## src/rtl/uart_regs_pkg.sv

```systemverilog
package uart_regs_pkg;
  localparam int AD_DATA  = 0;
  localparam int AD_STAT  = 1;
  localparam int SB_RXC   = 7;
  localparam int SB_TXC   = 6;
  localparam int SB_DRE   = 5;
  localparam int SB_OVR   = 3;
  localparam int CSEL_W   = 2;
endpackage

```

## src/rtl/uart_tx_hold.sv

```systemverilog
module uart_tx_hold
  import uart_regs_pkg::*;
#(
  parameter int DATA_W = 8
) (
  input  logic              clk,
  input  logic              rst,
  input  logic              wr_stb,
  input  logic [DATA_W-1:0] wdata,
  input  logic              tx_enable,
  input  logic [CSEL_W-1:0] char_sel,
  input  logic              ser_done,
  input  logic              txc_clr,
  output logic              ser_load,
  output logic [DATA_W-1:0] ser_data,
  output logic              dre,
  output logic              txc
);
  localparam logic [DATA_W-1:0] ONES = '1;
  localparam logic [CSEL_W-1:0] CSEL_MAX = '1;

  logic [DATA_W-1:0] hold_q, sdata_q, width_mask;
  logic              full_q, busy_q, load_q, txc_q;
  logic              load_go, frame_end;

  assign width_mask = ONES >> (CSEL_MAX - char_sel);
  assign load_go    = tx_enable && full_q && !busy_q;
  assign frame_end  = ser_done && busy_q;

  always_ff @(posedge clk) begin
    if (rst) begin
      hold_q  <= '0;
      sdata_q <= '0;
      full_q  <= 1'b0;
      busy_q  <= 1'b0;
      load_q  <= 1'b0;
      txc_q   <= 1'b0;
    end else begin
      load_q <= load_go;
      if (load_go) sdata_q <= hold_q & width_mask;
      if (wr_stb && !full_q) begin
        hold_q <= wdata;
        full_q <= 1'b1;
      end else if (load_go) begin
        full_q <= 1'b0;
      end
      if (load_go) busy_q <= 1'b1;
      else if (frame_end) busy_q <= 1'b0;
      if (frame_end && !full_q) txc_q <= 1'b1;
      else if (txc_clr) txc_q <= 1'b0;
    end
  end

  assign ser_load = load_q;
  assign ser_data = sdata_q;
  assign dre      = !full_q;
  assign txc      = txc_q;

  a_r3_no_overwrite: assert property (@(posedge clk) disable iff (rst)
    (wr_stb && full_q) |=> (hold_q == $past(hold_q)));
  a_r2_dre_drops: assert property (@(posedge clk) disable iff (rst)
    (wr_stb && dre) |=> !dre);
  a_r4_single_pulse: assert property (@(posedge clk) disable iff (rst)
    ser_load |=> !ser_load);
  a_r4_gated: assert property (@(posedge clk) disable iff (rst)
    !tx_enable |=> !ser_load);
  a_r5_txc_cause: assert property (@(posedge clk) disable iff (rst)
    $rose(txc) |-> $past(ser_done));
  a_r6_clear: assert property (@(posedge clk) disable iff (rst)
    (txc_clr && !ser_done) |=> !txc);
endmodule

```

## src/rtl/uart_rx_queue.sv

```systemverilog
module uart_rx_queue
  import uart_regs_pkg::*;
#(
  parameter int DATA_W = 8,
  parameter int DEPTH  = 2
) (
  input  logic              clk,
  input  logic              rst,
  input  logic              rx_enable,
  input  logic              push_stb,
  input  logic [DATA_W-1:0] push_data,
  input  logic [CSEL_W-1:0] char_sel,
  input  logic              pop_stb,
  output logic [DATA_W-1:0] head_data,
  output logic              not_empty,
  output logic              overrun
);
  localparam int PTR_W = (DEPTH > 1) ? $clog2(DEPTH) : 1;
  localparam int CNT_W = $clog2(DEPTH + 1);
  localparam logic [DATA_W-1:0] ONES = '1;
  localparam logic [CSEL_W-1:0] CSEL_MAX = '1;

  logic [DATA_W-1:0] mem [DEPTH];
  logic [PTR_W-1:0]  wr_ptr, rd_ptr;
  logic [CNT_W-1:0]  count;
  logic              ovr_q, is_full, is_empty, pop_go, push_ok, drop;
  logic [DATA_W-1:0] width_mask;

  function automatic logic [PTR_W-1:0] ptr_next(input logic [PTR_W-1:0] p);
    return (p == PTR_W'(DEPTH - 1)) ? '0 : p + PTR_W'(1);
  endfunction

  assign width_mask = ONES >> (CSEL_MAX - char_sel);
  assign is_full    = (count == CNT_W'(DEPTH));
  assign is_empty   = (count == '0);
  assign pop_go     = pop_stb && !is_empty;
  assign push_ok    = push_stb && (!is_full || pop_go);
  assign drop       = push_stb && is_full && !pop_go;

  always_ff @(posedge clk) begin
    if (rx_enable && push_ok) mem[wr_ptr] <= push_data & width_mask;
  end

  always_ff @(posedge clk) begin
    if (rst || !rx_enable) begin
      wr_ptr <= '0;
      rd_ptr <= '0;
      count  <= '0;
      ovr_q  <= 1'b0;
    end else begin
      if (push_ok) wr_ptr <= ptr_next(wr_ptr);
      if (pop_go)  rd_ptr <= ptr_next(rd_ptr);
      case ({push_ok, pop_go})
        2'b10:   count <= count + CNT_W'(1);
        2'b01:   count <= count - CNT_W'(1);
        default: count <= count;
      endcase
      if (drop) ovr_q <= 1'b1;
      else if (pop_go) ovr_q <= 1'b0;
    end
  end

  assign head_data = is_empty ? '0 : mem[rd_ptr];
  assign not_empty = !is_empty;
  assign overrun   = ovr_q;

  a_r8_bound: assert property (@(posedge clk) disable iff (rst)
    count <= CNT_W'(DEPTH));
  a_r10_flush: assert property (@(posedge clk) disable iff (rst)
    !rx_enable |=> !not_empty && !overrun);
  a_r9_ovr_cause: assert property (@(posedge clk) disable iff (rst)
    $rose(overrun) |-> $past(push_stb && is_full));
endmodule

```

## src/rtl/uart_bus_port.sv

```systemverilog
module uart_bus_port
  import uart_regs_pkg::*;
#(
  parameter int DATA_W = 8,
  parameter int ADDR_W = 2
) (
  input  logic              clk,
  input  logic              rst,
  input  logic              bus_wr,
  input  logic              bus_rd,
  input  logic [ADDR_W-1:0] bus_addr,
  input  logic              wr_txc_bit,
  input  logic [DATA_W-1:0] head_data,
  input  logic              f_rxc,
  input  logic              f_txc,
  input  logic              f_dre,
  input  logic              f_ovr,
  output logic              data_wr,
  output logic              data_pop,
  output logic              txc_wclr,
  output logic [DATA_W-1:0] bus_rdata
);
  logic              sel_data, sel_stat;
  logic [DATA_W-1:0] stat_byte, rdata_q;

  assign sel_data = (bus_addr == ADDR_W'(AD_DATA));
  assign sel_stat = (bus_addr == ADDR_W'(AD_STAT));
  assign data_wr  = bus_wr && sel_data;
  assign data_pop = bus_rd && sel_data;
  assign txc_wclr = bus_wr && sel_stat && wr_txc_bit;

  always_comb begin
    stat_byte         = '0;
    stat_byte[SB_RXC] = f_rxc;
    stat_byte[SB_TXC] = f_txc;
    stat_byte[SB_DRE] = f_dre;
    stat_byte[SB_OVR] = f_ovr;
  end

  always_ff @(posedge clk) begin
    if (rst) begin
      rdata_q <= '0;
    end else if (bus_rd) begin
      if (sel_data)      rdata_q <= head_data;
      else if (sel_stat) rdata_q <= stat_byte;
      else               rdata_q <= '0;
    end
  end

  assign bus_rdata = rdata_q;

  a_r12_hold: assert property (@(posedge clk) disable iff (rst)
    !bus_rd |=> $stable(bus_rdata));
endmodule

```

## src/rtl/uart_regs.sv

```systemverilog
module uart_regs
  import uart_regs_pkg::*;
#(
  parameter int DATA_W   = 8,
  parameter int ADDR_W   = 2,
  parameter int RX_DEPTH = 2
) (
  input  logic              clk,
  input  logic              rst,
  input  logic              bus_wr,
  input  logic              bus_rd,
  input  logic [ADDR_W-1:0] bus_addr,
  input  logic [DATA_W-1:0] bus_wdata,
  output logic [DATA_W-1:0] bus_rdata,
  input  logic              txc_ack,
  input  logic              tx_enable,
  input  logic              rx_enable,
  input  logic [CSEL_W-1:0] char_size,
  output logic              ser_load,
  output logic [DATA_W-1:0] ser_data,
  input  logic              ser_done,
  input  logic              rx_valid,
  input  logic [DATA_W-1:0] rx_char,
  output logic              irq_rxc,
  output logic              irq_txc,
  output logic              irq_dre
);
  logic              data_wr, data_pop, txc_wclr;
  logic              f_rxc, f_txc, f_dre, f_ovr;
  logic [DATA_W-1:0] head_data;

  uart_bus_port #(.DATA_W(DATA_W), .ADDR_W(ADDR_W)) u_bus (
    .clk(clk), .rst(rst), .bus_wr(bus_wr), .bus_rd(bus_rd), .bus_addr(bus_addr),
    .wr_txc_bit(bus_wdata[SB_TXC]), .head_data(head_data),
    .f_rxc(f_rxc), .f_txc(f_txc), .f_dre(f_dre), .f_ovr(f_ovr),
    .data_wr(data_wr), .data_pop(data_pop), .txc_wclr(txc_wclr),
    .bus_rdata(bus_rdata)
  );

  uart_tx_hold #(.DATA_W(DATA_W)) u_tx (
    .clk(clk), .rst(rst), .wr_stb(data_wr), .wdata(bus_wdata),
    .tx_enable(tx_enable), .char_sel(char_size), .ser_done(ser_done),
    .txc_clr(txc_wclr || txc_ack), .ser_load(ser_load), .ser_data(ser_data),
    .dre(f_dre), .txc(f_txc)
  );

  uart_rx_queue #(.DATA_W(DATA_W), .DEPTH(RX_DEPTH)) u_rx (
    .clk(clk), .rst(rst), .rx_enable(rx_enable), .push_stb(rx_valid),
    .push_data(rx_char), .char_sel(char_size), .pop_stb(data_pop),
    .head_data(head_data), .not_empty(f_rxc), .overrun(f_ovr)
  );

  assign irq_rxc = f_rxc;
  assign irq_txc = f_txc;
  assign irq_dre = f_dre;

  a_r1_reset_flags: assert property (@(posedge clk)
    $past(rst) |-> (irq_dre && !irq_txc && !irq_rxc && !ser_load));
endmodule

```

## config.mk

```make
export PLATFORM = sky130hd
export DESIGN_NAME = uart_regs
export DESIGN_NICKNAME = d
export VERILOG_FILES = /design/src/rtl/uart_regs_pkg.sv /design/src/rtl/uart_tx_hold.sv /design/src/rtl/uart_rx_queue.sv /design/src/rtl/uart_bus_port.sv /design/src/rtl/uart_regs.sv
export SDC_FILE = /design/constraint.sdc
export NUM_CORES = 1
export LEC_CHECK = 0
export ABC_AREA = 1
export BUFFER_PORTS_ARGS = -buffer_cell sky130_fd_sc_hd__buf_2
export CORE_ASPECT_RATIO = 1.25
export CORE_MARGIN = 3
export CORE_UTILIZATION = 50
export CTS_BUF_LIST = sky130_fd_sc_hd__clkbuf_4 sky130_fd_sc_hd__clkbuf_8
export CTS_CLUSTER_SIZE = 25
export DETAILED_ROUTE_END_ITERATION = 16
export PLACE_DENSITY = 0.76
export SKIP_LAST_GASP = 1
export SLEW_MARGIN = 20
export SYNTH_ARGS = -nofsm -noshare
export SYNTH_HDL_FRONTEND = slang
export SYNTH_SLANG_ARGS = --single-unit
```

## constraint.sdc

```tcl
create_clock -name clk -period 1.9 [get_ports clk]
set_input_delay 0.095 -clock clk [delete_from_list [all_inputs] [get_ports clk]]
set_output_delay 0.095 -clock clk [all_outputs]
set_load 0.02 [all_outputs]
```

**After elaboration in Yosys (flattened, before gate mapping)**

Memories as Yosys holds them, arrays and structs flattened. A register that Yosys moved wholly into a read port is not among the register bits.
Index checks and enable logic that the tools add are counted.

- Multiplexer cells: 18
- Reduce and logical (&&, ||, !) cells: 30
- Add/sub/neg operators: 5
- Shift operators: 1
- Equality and inequality tests: 4
- Bitwise gates (word level): 2

Operators with widths:

| operator | number |
|---|---|
| two-way mux 8 bit | 3 |
| bitwise AND 8 bit | 2 |
| logical AND 1 bit | 14 |
| two-way mux 1 bit | 14 |
| nonzero test 2 bit | 5 |
| right shift 8 x 2 -> 8 bit (first input constant) | 1 |
| zero test 1 bit | 6 |
| equality test 2 x 1 -> 1 bit (second input constant) | 2 |
| equality test 2 bit (second input constant) | 2 |
| zero test 2 bit | 2 |
| case mux 2 bit (2 select lines) | 1 |
| logical OR 1 bit | 3 |
| adder 1 bit (second input constant) | 2 |
| adder 2 x 1 -> 2 bit (second input constant) | 1 |
| subtractor 2 x 1 -> 2 bit (second input constant) | 1 |
| subtractor 2 bit (first input constant) | 1 |

- RAM bits: 16
- Register bits: 33
- Memories kept: 1

Memories:

| memory | words | bits a word | read ports | clocked after memory_dff | write ports | line | text |
|---|---|---|---|---|---|---|---|
| u_rx.mem | 2 | 8 | 1 | 1 | 1 | uart_rx_queue.sv:23 | `logic [DATA_W-1:0] mem [DEPTH];` |

**Logic depth before layout (Yosys ltp)**

Gate-level depths: netlist of the first run.

- Depth in word-level cells: 8
- Mapped depth: 7
- Depth with buffers taken out: 7

**Modules after synthesis**

From an unflattened synthesis of the first run, not the netlist that was laid out.

- Cell total of the unflattened synthesis: 250
- Area, all modules: 2,092.0 um^2

By module, submodules not included:

| module | times used | cells an instance | area each (um^2) |
|---|---|---|---|
| uart_rx_queue | 1 | 89 | 905.9 |
| uart_tx_hold | 1 | 95 | 758.2 |
| uart_bus_port | 1 | 63 | 416.6 |
| uart_regs | 1 | 3 | 11.3 |

**Least setup slack after synthesis of the first run**

Ideal clock, no wire load.

- Path type: register to register
- Start: register u_rx.count[0]
- End: memory u_rx.mem[1][0] (enable)
- Setup time: 0.371 ns
- Setup slack: 0.518 ns
- Stages on the path, launching flop included: 5
- Period minus slack after synthesis: 1.382 ns
- Arrival: 1.012 ns
- Cells stage by stage: dfxtp_1 -> inv_2 -> nand3_1 -> nand3_1 -> nor2_1

- Longest elaborated chain between the ends: 8
- Elaborated cells between the ends (all ways): 10
- Classes of those cells: eq/ne: 1; mux: 2; reduce/logical: 7

RTL lines:

| element | line | text |
|---|---|---|
| start, declared | uart_rx_queue.sv:25 | `logic [CNT_W-1:0] count;` |
| start signal, assigned | uart_rx_queue.sv:54 | `2'b10: count <= count + CNT_W'(1);` |
| start signal, assigned | uart_rx_queue.sv:55 | `2'b01: count <= count - CNT_W'(1);` |
| start signal, assigned | uart_rx_queue.sv:56 | `default: count <= count;` |
| zero test 2 bit | uart_rx_queue.sv:35 | `assign is_empty = (count == '0);` |
| zero test 1 bit | uart_rx_queue.sv:36 | `assign pop_go = pop_stb && !is_empty;` |
| logical AND 1 bit | uart_rx_queue.sv:36 |  |
| logical OR 1 bit * | uart_rx_queue.sv:37 | `assign push_ok = push_stb && (!is_full \|\| pop_go);` |
| logical AND 1 bit * | uart_rx_queue.sv:37 |  |
| logical AND 1 bit * | uart_rx_queue.sv:41 | `if (rx_enable && push_ok) mem[wr_ptr] <= push_data & width_mask;` |
| two-way mux 1 bit * | uart_rx_queue.sv:41 |  |
| two-way mux 1 bit (not written as such) * | uart_rx_queue.sv:41 |  |
| end, declared | uart_rx_queue.sv:23 |  |

Every way passes the cells marked *; elsewhere a longest branch is shown, timed or not.

**Worst setup path after layout of the first run**

- Start: register u_rx.count[0]
- End: memory u_rx.mem[1][1] (enable)

The elaborated chain is that of the path after synthesis.

==> results of run 1 <==
-- routing by layer --
layer | part of all wire, % | wire, µm
met1 | 44 | 1710
met2 | 48 | 1870
met3 | 6.6 | 258
met4 | 1.7 | 68
met5 | 0 | 0
-- through the flow --
stage	setup WS, ns	util, %	cells	cell area [µm²]	power [mW]
global route	0.500	65.8	316	2370	2.02
detailed placement	0.574	61.5	302	2220	1.33
finish	0.621	65.8	316	2370	1.95
global placement	0.610	61.5	302	2220	1.33
floorplan	0.518	-	217	1930	1.26
CTS	0.624	65.8	316	2370	1.95
-- sequential cells by signal, summed over array words and instances, names as in the netlist, named ones only --
name,flops
u_rx.wr_ptr,1
u_rx.rd_ptr,1
u_tx.ser_load,1
u_rx.overrun,1
u_rx.mem,16
u_rx.count,2
u_tx.busy_q,1
u_tx.full_q,1
u_tx.hold_q,8
u_bus.bus_rdata,8
u_tx.txc,1
u_tx.ser_data,8
-- path summary, 6_finish.rpt --
| check | endpoint | slack, ns | cells past startpoint |
|---|---|---|---|
| max | u_rx.mem[1][1] | 0.62 | 5 |
| min reg2reg | u_bus.bus_rdata[0] | 0.47 | 2 |
| min | u_tx.hold_q[1] | 0.04 | 3 |
| max reg2reg | u_rx.mem[1][1] | 0.62 | 5 |
-- placed cells by master (no fill, tap or decap) --
cell type / netlist / final
xor2_1: 1 / 1
nand3b_1: 2 / 2
nand2_1: 48 / 48
clkinv_2: 0 / 1
a31oi_1: 4 / 4
nand3_4: 2 / 2
edfxtp_1: 16 / 16
nand3_2: 1 / 1
o21ai_1: 1 / 1
inv_1: 13 / 13
and3_1: 1 / 1
nor2_1: 37 / 37
clkinvlp_4: 0 / 1
o21a_1: 1 / 1
o21ai_0: 18 / 18
nand3_1: 17 / 17
dlygate4sd3_1: 0 / 6
nor2_4: 1 / 1
nand2_4: 1 / 1
buf_2: 2 / 48
o31ai_1: 1 / 1
a21oi_1: 9 / 9
clkbuf_8: 0 / 6
nand4_1: 1 / 1
buf_4: 0 / 2
dfxtp_1: 34 / 34
inv_2: 4 / 4
-- critical path: cells and delay by family (launching register included) --
kind | cells | cell delay (ns)
flip-flops | 1 | 0.39
AND/OR/NAND/NOR | 3 | 0.34
buffers and inverters | 2 | 0.26
-- area by class of cell --
type	count	area [µm²]
clock buffers	6	82.6
clock inverters	2	12.5
fillers	323	1230
inverters	17	63.8
multi-input cells	146	688
flip-flops and latches	50	1160
well taps	39	48.8
repair buffers	56	315
-- report_power, final --
part           total [mW]  switching (mW)  internal [mW]
clock network       0.628           0.335          0.293
logic               0.171           0.103         0.0678
registers            1.15          0.0145           1.13
-- cells in the mapped netlist --
cell      count
and3_1        1
clkbuf_1      2
nand3_2       1
nor2_4        1
xor2_1        1
inv_2         4
nand3_1      17
buf_2         2
o21ai_0      18
o31ai_1       1
a21oi_1       9
dfxtp_1      34
o21a_1        1
edfxtp_1     16
nand2_1      48
inv_1        13
nor2_1       37
nand3_4       2
nand3b_1      2
a31oi_1       4
nand4_1       1
o21ai_1       1
nand2_4       1
-- cell families after synthesis --
family | after synthesis | synth area share, %
AND/OR/NAND/NOR | 111 | 25.9
flip-flops | 50 | 60.1
AO/OA/AOI/OAI | 34 | 9.33
buffers and inverters | 21 | 4.21
XOR/XNOR | 1 | 0.454
-- what timing repair did --
| item | in CTS | in global routing |
|---|---|---|
| endpoints found under the hold margin | 11 | 0 |
| setup buffers | 0 | 0 |
| hold buffers | 6 | 0 |
==> impl_metrics.yaml, run 1 <==
setup_path:
  startpoint_type: "register"
  required_ns: 1.91
  slowest_delay_ns: 0.39
  end_kind: "register"
  rr_startpoint: "u_rx.count[0]"
  cpMaxStageDelayCell: "dfxtp_1"
  critPathMaxFanout: 8
  crit_chain: "inv_2 -> nand3_1 -> nand3_1 -> nor2_1 -> buf_4"
  cp_common_cell: "nand3_1"
  path_class: "register to register"
  cp.arrival_ns: 1.29
  crit_start: "u_rx.count[0]"
timing:
  timing.fmax_ghz: 0.782
  finalSetupViolations: 0
  hold_violations: 0
  fin_crit_ns: 1.28
  tns_ns: 0
  tightestPinTransition_ns: 0.470
  timing.final.max_slew_violations: 0
  fin_skew_ns: 0.00521
  fin_crit_sh_pct: 67.3
  rsz0062_at_grt: "no"
  relSlewSlack_pct: 68.6
  whs_ns: 0.0376
final_layout:
  fin_nets: 305
  area.growth.synth_to_final_pct: 22.9
  drive_above_1_share_pct: 24.2
  antennaDiodeCount: 0
yosys:
  ys_seq_area_share_pct: 60.1
  synth-seq-cells: 50
  synth_warnings: 0
  synth.area.top_cells: "dfxtp_1 (35%), edfxtp_1 (25%), nand2_1 (9.3%)"
  yosysUniqueCellTypes: 23
  synth_top_area_cell: "dfxtp_1"
  syn_nets: 246
  avgSynthCellArea_um2: 8.90
  netlist_instances: 217
  syn_area_um2: 1930
  synth_top_area_share_pct: 35.3
route:
  dr.first_iter.drc_count: 80
  vias: 1605
  avgViaCountPerCell: 5.08
  remaining_drc_errors: 0
  wl_per_cell_um: 12.4
  ant_nets: 0
  routed_wl_um: 3910
  drtPass1Iterations: 4
clock_network:
  ctsResizeCount: 0
  clk_pin_slew_ns: 0.09
  cts_buffer_depth: 2
  cts.sinks: 50
  cts_tree: "yes"
  clock_tree.root_cell: "clkbuf_8"
  cts_made_buffers: 5
  clock_latency_ns: 0.30
  htree_levels: 2
global_route:
  track_usage_pct: 18.9
  grtUsageMet1_pct: 24.0
  grt_max_degree: 19
  grt-busiest-layer: "met2"
  grt_pass1_vias: 1470
  use_met2_pct: 29.6
  grt-ovfl-total: 0
  gr-usage-met3_pct: 5.59
  grt_pass1_wl_um: 6380
  antenna_found_initial: 0
power_and_ir_drop:
  ir_drop_v: 0.000732
  p_leak_nw: 1.03
  cellPowerDensity_nw_per_um2: 820
min_path:
  hold_start: "bus_wdata[1]"
  holdCritPathClass: "input port to register"
floorplanning:
  die_h_um: 75.5
  core_region_area_um2: 3600
  fp.dieW_um: 61.6
  rows: 24
  design.die.area_um2: 4650
  ios: 49
  initial_utilization_pct: 53.6
run:
  drv_cap: 0
placement:
  gp_congestion: 0.849
  detailed_place_hpwl_um: 2910
  portBuffers: 48
outcome:
  outcome: "finished, final reports clean"
Note: power is estimated with default switching activity, not from simulation.
==> inputs of run 2 (changes only) <==
--- a/config.mk
+++ b/config.mk
@@ -5,7 +5,7 @@
 export SDC_FILE = /design/constraint.sdc
 export NUM_CORES = 1
 export LEC_CHECK = 0
-export ABC_AREA = 1
+export ABC_AREA = 0
 export BUFFER_PORTS_ARGS = -buffer_cell sky130_fd_sc_hd__buf_2
 export CORE_ASPECT_RATIO = 1.25
 export CORE_MARGIN = 3
==> constraint.sdc (replaced) <==
create_clock -name clk -period 1.3 [get_ports clk]
set_input_delay 0.065 -clock clk [delete_from_list [all_inputs] [get_ports clk]]
set_output_delay 0.065 -clock clk [all_outputs]
set_load 0.02 [all_outputs]
==> run 2 against run 1 <==
Against the previous run:
- largest cell class unchanged
- critical path type unchanged
- first-iteration DRC count shrank 43%
- critical endpoint is now u_rx.mem[0][1]
- power grew 64%
- cell count shrank 0.95%
- synthesized cell count shrank 13%
==> impl_metrics.yaml, run 2 <==
timing:
  tns_ns: 0
  finalSetupViolations: 0
  fin_skew_ns: 0.00341
  timing.final.max_slew_violations: 0
  fin_crit_sh_pct: 97.8
  rsz0062_at_grt: "yes"
  timing.fmax_ghz: 0.787
  fin_crit_ns: 1.27
  relSlewSlack_pct: 80.0
  setup_slack_ns: 0.0292
  tightestPinTransition_ns: 0.300
  hold_violations: 0
placement:
  portBuffers: 48
  detailed_place_hpwl_um: 3040
  place_area_um2: 2330
  gp_congestion: 0.782
  dpl_worst_slack_ns: 0.0134
setup_path:
  critPathMaxFanout: 8
  cp_top_family: "simple AND/OR/NAND/NOR gates"
  crit_buf_inv: 0
  end_kind: "register"
  cpMaxStageDelayCell: "dfxtp_1"
  cp.arrival_ns: 1.27
  slowest_delay_ns: 0.35
  startpoint_type: "register"
  path_class: "register to register"
  crit_chain: "nand2b_1 -> o21a_1 -> and3_2"
  required_ns: 1.30
min_path:
  holdCritPathClass: "input port to register"
power_and_ir_drop:
  cellPowerDensity_nw_per_um2: 1230
  ir_drop_v: 0.000849
  p_leak_nw: 1.04
clock_network:
  htree_levels: 2
  clock_latency_ns: 0.30
  cts_buffer_depth: 2
  cts.sinks: 50
  clock_tree.root_cell: "clkbuf_8"
  cts_made_buffers: 5
  clk_pin_slew_ns: 0.09
  cts_tree: "yes"
route:
  dr.first_iter.drc_count: 46
  drtPass1Iterations: 4
  remaining_drc_errors: 0
  wl_per_cell_um: 13.6
  ant_nets: 0
  routed_wl_um: 4260
  avgViaCountPerCell: 5.13
  vias: 1605
yosys:
  synth_flop_cell: "dfxtp_1"
  syn_area_um2: 1960
  synth_warnings: 0
  synth_top_area_share_pct: 34.8
  yosysUniqueCellTypes: 38
  synth_top_area_cell: "dfxtp_1"
  synthArstFlopShare_pct: 0
  yosysMostFrequentCell: "dfxtp_1"
  yosys-top-cells-count: "dfxtp_1 (34), nand2_1 (30), a21oi_1 (29)"
  syn_nets: 217
  synth_edf_count: 16
  avgSynthCellArea_um2: 10.4
  synth.area.top_cells: "dfxtp_1 (35%), edfxtp_1 (25%), a21oi_1 (7.4%)"
  synth-seq-cells: 50
  netlist_instances: 188
  ys_seq_area_share_pct: 59.3
final_layout:
  layout_commonest_cell: "buf_2"
  drive_above_1_share_pct: 34.1
  antennaDiodeCount: 0
  postLayoutCellArea_um2: 2600
  largest_reg_flops: 16
  fin_nets: 289
  area.growth.synth_to_final_pct: 32.8
  nFillCells: 302
  most-common-layout-cells: "buf_2 (48), dfxtp_1 (33), nand2_1 (30), a21oi_1 (29), edfxtp_1 (16)"
  regMostFlops: "u_rx.mem"
global_route:
  grt_pass1_vias: 1635
  grtUsageMet1_pct: 22.3
  grt_max_degree: 29
  grt-ovfl-total: 0
  grt_pass1_wl_um: 7090
  gr-usage-met3_pct: 5.27
  antenna_found_initial: 0
  grt-busiest-layer: "met2"
  use_met2_pct: 33.6
  track_usage_pct: 20.0
run:
  drv_cap: 0
floorplanning:
  initial_utilization_pct: 53.9
  fp.dieW_um: 62.0
  rows: 24
  design.die.area_um2: 4710
  die_h_um: 76.0
  ios: 49
  core_region_area_um2: 3630
outcome:
  outcome: "finished, final reports clean"
-- run 2: final timing paths --
path	start	end	slack, ns	cells after the start
worst min-delay path	bus_wdata[3]	u_tx.hold_q[3]	0.006	3
worst min register to register	u_tx.ser_data[7]	u_tx.ser_data[7]	0.45	2
worst max-delay path	u_rx.count[0]	u_rx.mem[0][1]	0.03	3
worst max register to register	u_rx.count[0]	u_rx.mem[0][1]	0.03	3
-- run 2: timing repair --
| item | 4_1_cts | 5_1_grt |
|---|---|---|
| endpoints found under the setup margin | 9 | 20 |
| hold buffers | 11 | 0 |
| gates resized for setup | 2 | 1 |
| buffers inserted | 0 | 2 |
| endpoints found under the hold margin | 16 | 0 |
-- run 2: cell families after synthesis --
family | Yosys count | share of synthesized area (%)
and+or+nand+nor | 67 | 17.7
muxes | 9 | 5.18
DFF | 50 | 59.3
buffers and inverters | 16 | 3.32
AOI/OAI and AO/OA | 45 | 14.1
xor gates and xnor gates | 1 | 0.447
-- run 2: per-layer routing --
metal / vias to the layer above / share of wire (%)
li1: 811 / -
met1: 743 / 41
met2: 42 / 52
met3: 9 / 5.1
met4: 0 / 2.1
met5: - / 0
-- run 2: through the flow --
| step | hold slack, ns | instances | power, mW | utilization (%) |
|---|---|---|---|---|
| 6_report | 0.00623 | 313 | 3.20 | 71.6 |
| 5_1_grt | 0.00707 | 313 | 3.30 | 71.6 |
| 4_1_cts | 0.000991 | 311 | 3.21 | 71.1 |
| 3_5_place_dp | 0.259 | 292 | 1.93 | 64.2 |
| 3_3_place_gp | 0.260 | 292 | 1.92 | 64.2 |
| 2_1_floorplan | 0.164 | 188 | 1.81 | - |
-- run 2: layout make-up --
type / instances / area, µm² / area share, %
clock buffers: 5 / 68.8 / 2.65
inverters: 7 / 27.5 / 1.06
flip-flops and latches: 50 / 1160 / 44.7
clock inverters: 3 / 68.8 / 2.65
multi-input cells: 122 / 744 / 28.6
repair buffers: 74 / 463 / 17.8
well taps: 52 / 65.1 / 2.50
-- run 2: where the power goes --
part / total (mW) / internal, mW / switching, mW
clock network: 1.28 / 0.770 / 0.506
registers: 1.66 / 1.64 / 0.0135
logic: 0.266 / 0.128 / 0.138
total: 3.20 / 2.54 / 0.657
-- run 2: worst register-to-register path: cells and delay by family (launching register included) --
family | cells | cell delay (ns)
flops | 1 | 0.35
simple gates | 2 | 0.46
compound gates | 1 | 0.15
==> inputs of run 3 (changes only) <==
--- a/config.mk
+++ b/config.mk
@@ -6,14 +6,13 @@
 export NUM_CORES = 1
 export LEC_CHECK = 0
 export ABC_AREA = 0
-export BUFFER_PORTS_ARGS = -buffer_cell sky130_fd_sc_hd__buf_2
 export CORE_ASPECT_RATIO = 1.25
 export CORE_MARGIN = 3
 export CORE_UTILIZATION = 50
 export CTS_BUF_LIST = sky130_fd_sc_hd__clkbuf_4 sky130_fd_sc_hd__clkbuf_8
 export CTS_CLUSTER_SIZE = 25
 export DETAILED_ROUTE_END_ITERATION = 16
-export PLACE_DENSITY = 0.76
+export DONT_BUFFER_PORTS = 1
 export SKIP_LAST_GASP = 1
 export SLEW_MARGIN = 20
 export SYNTH_ARGS = -nofsm -noshare
==> run 3 against run 2 <==
Against the previous run:
- combinational power down 12%
- fmax grew 1.6%
- critical path depth increased by 1
- cell count decreased by 12%
- routed wire length up 4.3%
- clock skew about the same
- core utilization decreased by 3.5 points
==> impl_metrics.yaml, run 3 (synthesis results as in run 2) <==
timing:
  tns_ns: 0
  finalSetupViolations: 0
  timing.fmax_ghz: 0.799
  timing.final.max_slew_violations: 0
  setup_slack_ns: 0.0488
  fin_crit_sh_pct: 96.2
  fin_crit_ns: 1.25
  rsz0062_at_grt: "yes"
  relSlewSlack_pct: 79.7
  hold_violations: 0
  fin_skew_ns: 0.00308
  tightestPinTransition_ns: 0.305
final_layout:
  most-common-layout-cells: "dfxtp_1 (33), nand2_1 (30), a21oi_1 (29), dlygate4sd3_1 (25), edfxtp_1 (16)"
  postLayoutCellArea_um2: 2470
  largest_reg_flops: 16
  final_cell_count_no_fill: 275
  layout_commonest_cell: "dfxtp_1"
  antennaDiodeCount: 0
  drive_above_1_share_pct: 16.6
  fin_nets: 251
  regMostFlops: "u_rx.mem"
  area.growth.synth_to_final_pct: 26.2
route:
  wl_per_cell_um: 16.2
  avgViaCountPerCell: 5.50
  drtPass1Iterations: 4
  ant_nets: 0
  dr.first_iter.drc_count: 44
  routed_wl_um: 4450
  vias: 1512
  remaining_drc_errors: 0
global_route:
  grt-ovfl-total: 0
  grt_max_degree: 30
  grt_pass1_wl_um: 6760
  grt_pass1_vias: 1454
  track_usage_pct: 19.4
  antenna_found_initial: 0
setup_path:
  required_ns: 1.24
  critPathMaxFanout: 9
  end_kind: "output port"
  path_class: "register to output port"
  cp.arrival_ns: 1.19
  startpoint_type: "register"
clock_network:
  clock_latency_ns: 0.30
  clock_tree.root_cell: "clkbuf_8"
  cts_made_buffers: 5
  cts_buffer_depth: 2
  clk_pin_slew_ns: 0.09
  cts.sinks: 50
  htree_levels: 2
  cts_tree: "yes"
min_path:
  holdCritPathClass: "input port to register"
floorplanning:
  design.die.area_um2: 4710
  core_region_area_um2: 3630
  ios: 49
  fp.dieW_um: 62.0
  rows: 24
  die_h_um: 76.0
  initial_utilization_pct: 53.9
placement:
  dpl_worst_slack_ns: 0.0152
  place_area_um2: 2060
  gp_congestion: 0.743
  place_inst: 240
  portBuffers: 0
  detailed_place_hpwl_um: 2970
run:
  drv_cap: 0
outcome:
  outcome: "finished, final reports clean"
power_and_ir_drop:
  p_leak_nw: 0.858
  p_total_mw: 3.00
  cellPowerDensity_nw_per_um2: 1210
  ir_drop_v: 0.000953
## run 3: changes by cell type in the layout (fill, tap and decap cells not counted), sizes merged
cell         before  now
dlygate4sd3      11   25
buf              63   11
bufinv            2    1
inv               6    7
## run 3: per-layer routing
| layer | global-route usage [%] | routed length, µm | vias up |
|---|---|---|---|
| met5 | 0 | 0 | - |
| met4 | 5.73 | 71 | 0 |
| met3 | 6.63 | 203 | 7 |
| met2 | 34.8 | 2500 | 44 |
| met1 | 20.1 | 1670 | 727 |
| li1 | - | - | 734 |
## run 3: cell type report
class | count | area [µm²]
multi-input combinational | 122 | 759
inverter | 7 | 26.3
clock buffer | 5 | 68.8
timing repair buffer | 36 | 345
fill | 296 | 1160
clock inverter | 3 | 43.8
tap | 52 | 65.1
sequential | 50 | 1160
## run 3: per-stage QoR
step	hold slack, ns	utilization, %
2_1_floorplan	0.164	-
3_3_place_gp	0.137	56.7
3_5_place_dp	0.141	56.7
4_1_cts	-0.190	62.1
5_1_grt	0.00639	68.0
6_report	0.00440	68.0
## run 3: power by group
part	internal, mW	leakage [nW]	switching [mW]
clock	0.577	0.0585	0.524
sequential	1.64	0.425	0.0209
combinational	0.121	0.374	0.113
total	2.34	0.858	0.658
## run 3: critical path: stages (launching register included)
cell      delay [ns]
dfxtp_1         0.36
nor2_4          0.12
clkinv_1        0.06
buf_4           0.17
buf_4           0.16
## run 3: timing repair
| action | 4_1_cts | 5_1_grt |
|---|---|---|
| gates resized for setup | 1 | 5 |
| endpoints found under the setup margin | 1 | 26 |
| hold buffers | 8 | 18 |
| hold endpoints to repair | 42 | 29 |
| setup buffers | 0 | 1 |
| pin swaps | 0 | 2 |
| gates cloned | 0 | 0 |
## run 3: final timing paths
check	slack (ns)	cells past startpoint	endpoint	from
setup / recovery	0.05	4	irq_rxc	u_rx.count[1]
hold / removal	0.004	2	u_tx.ser_data[5]	char_size[0]
setup reg to reg	0.07	3	u_rx.mem[1][5]	u_rx.count[0]
hold reg to reg	0.46	2	u_tx.hold_q[3]	u_tx.hold_q[3]
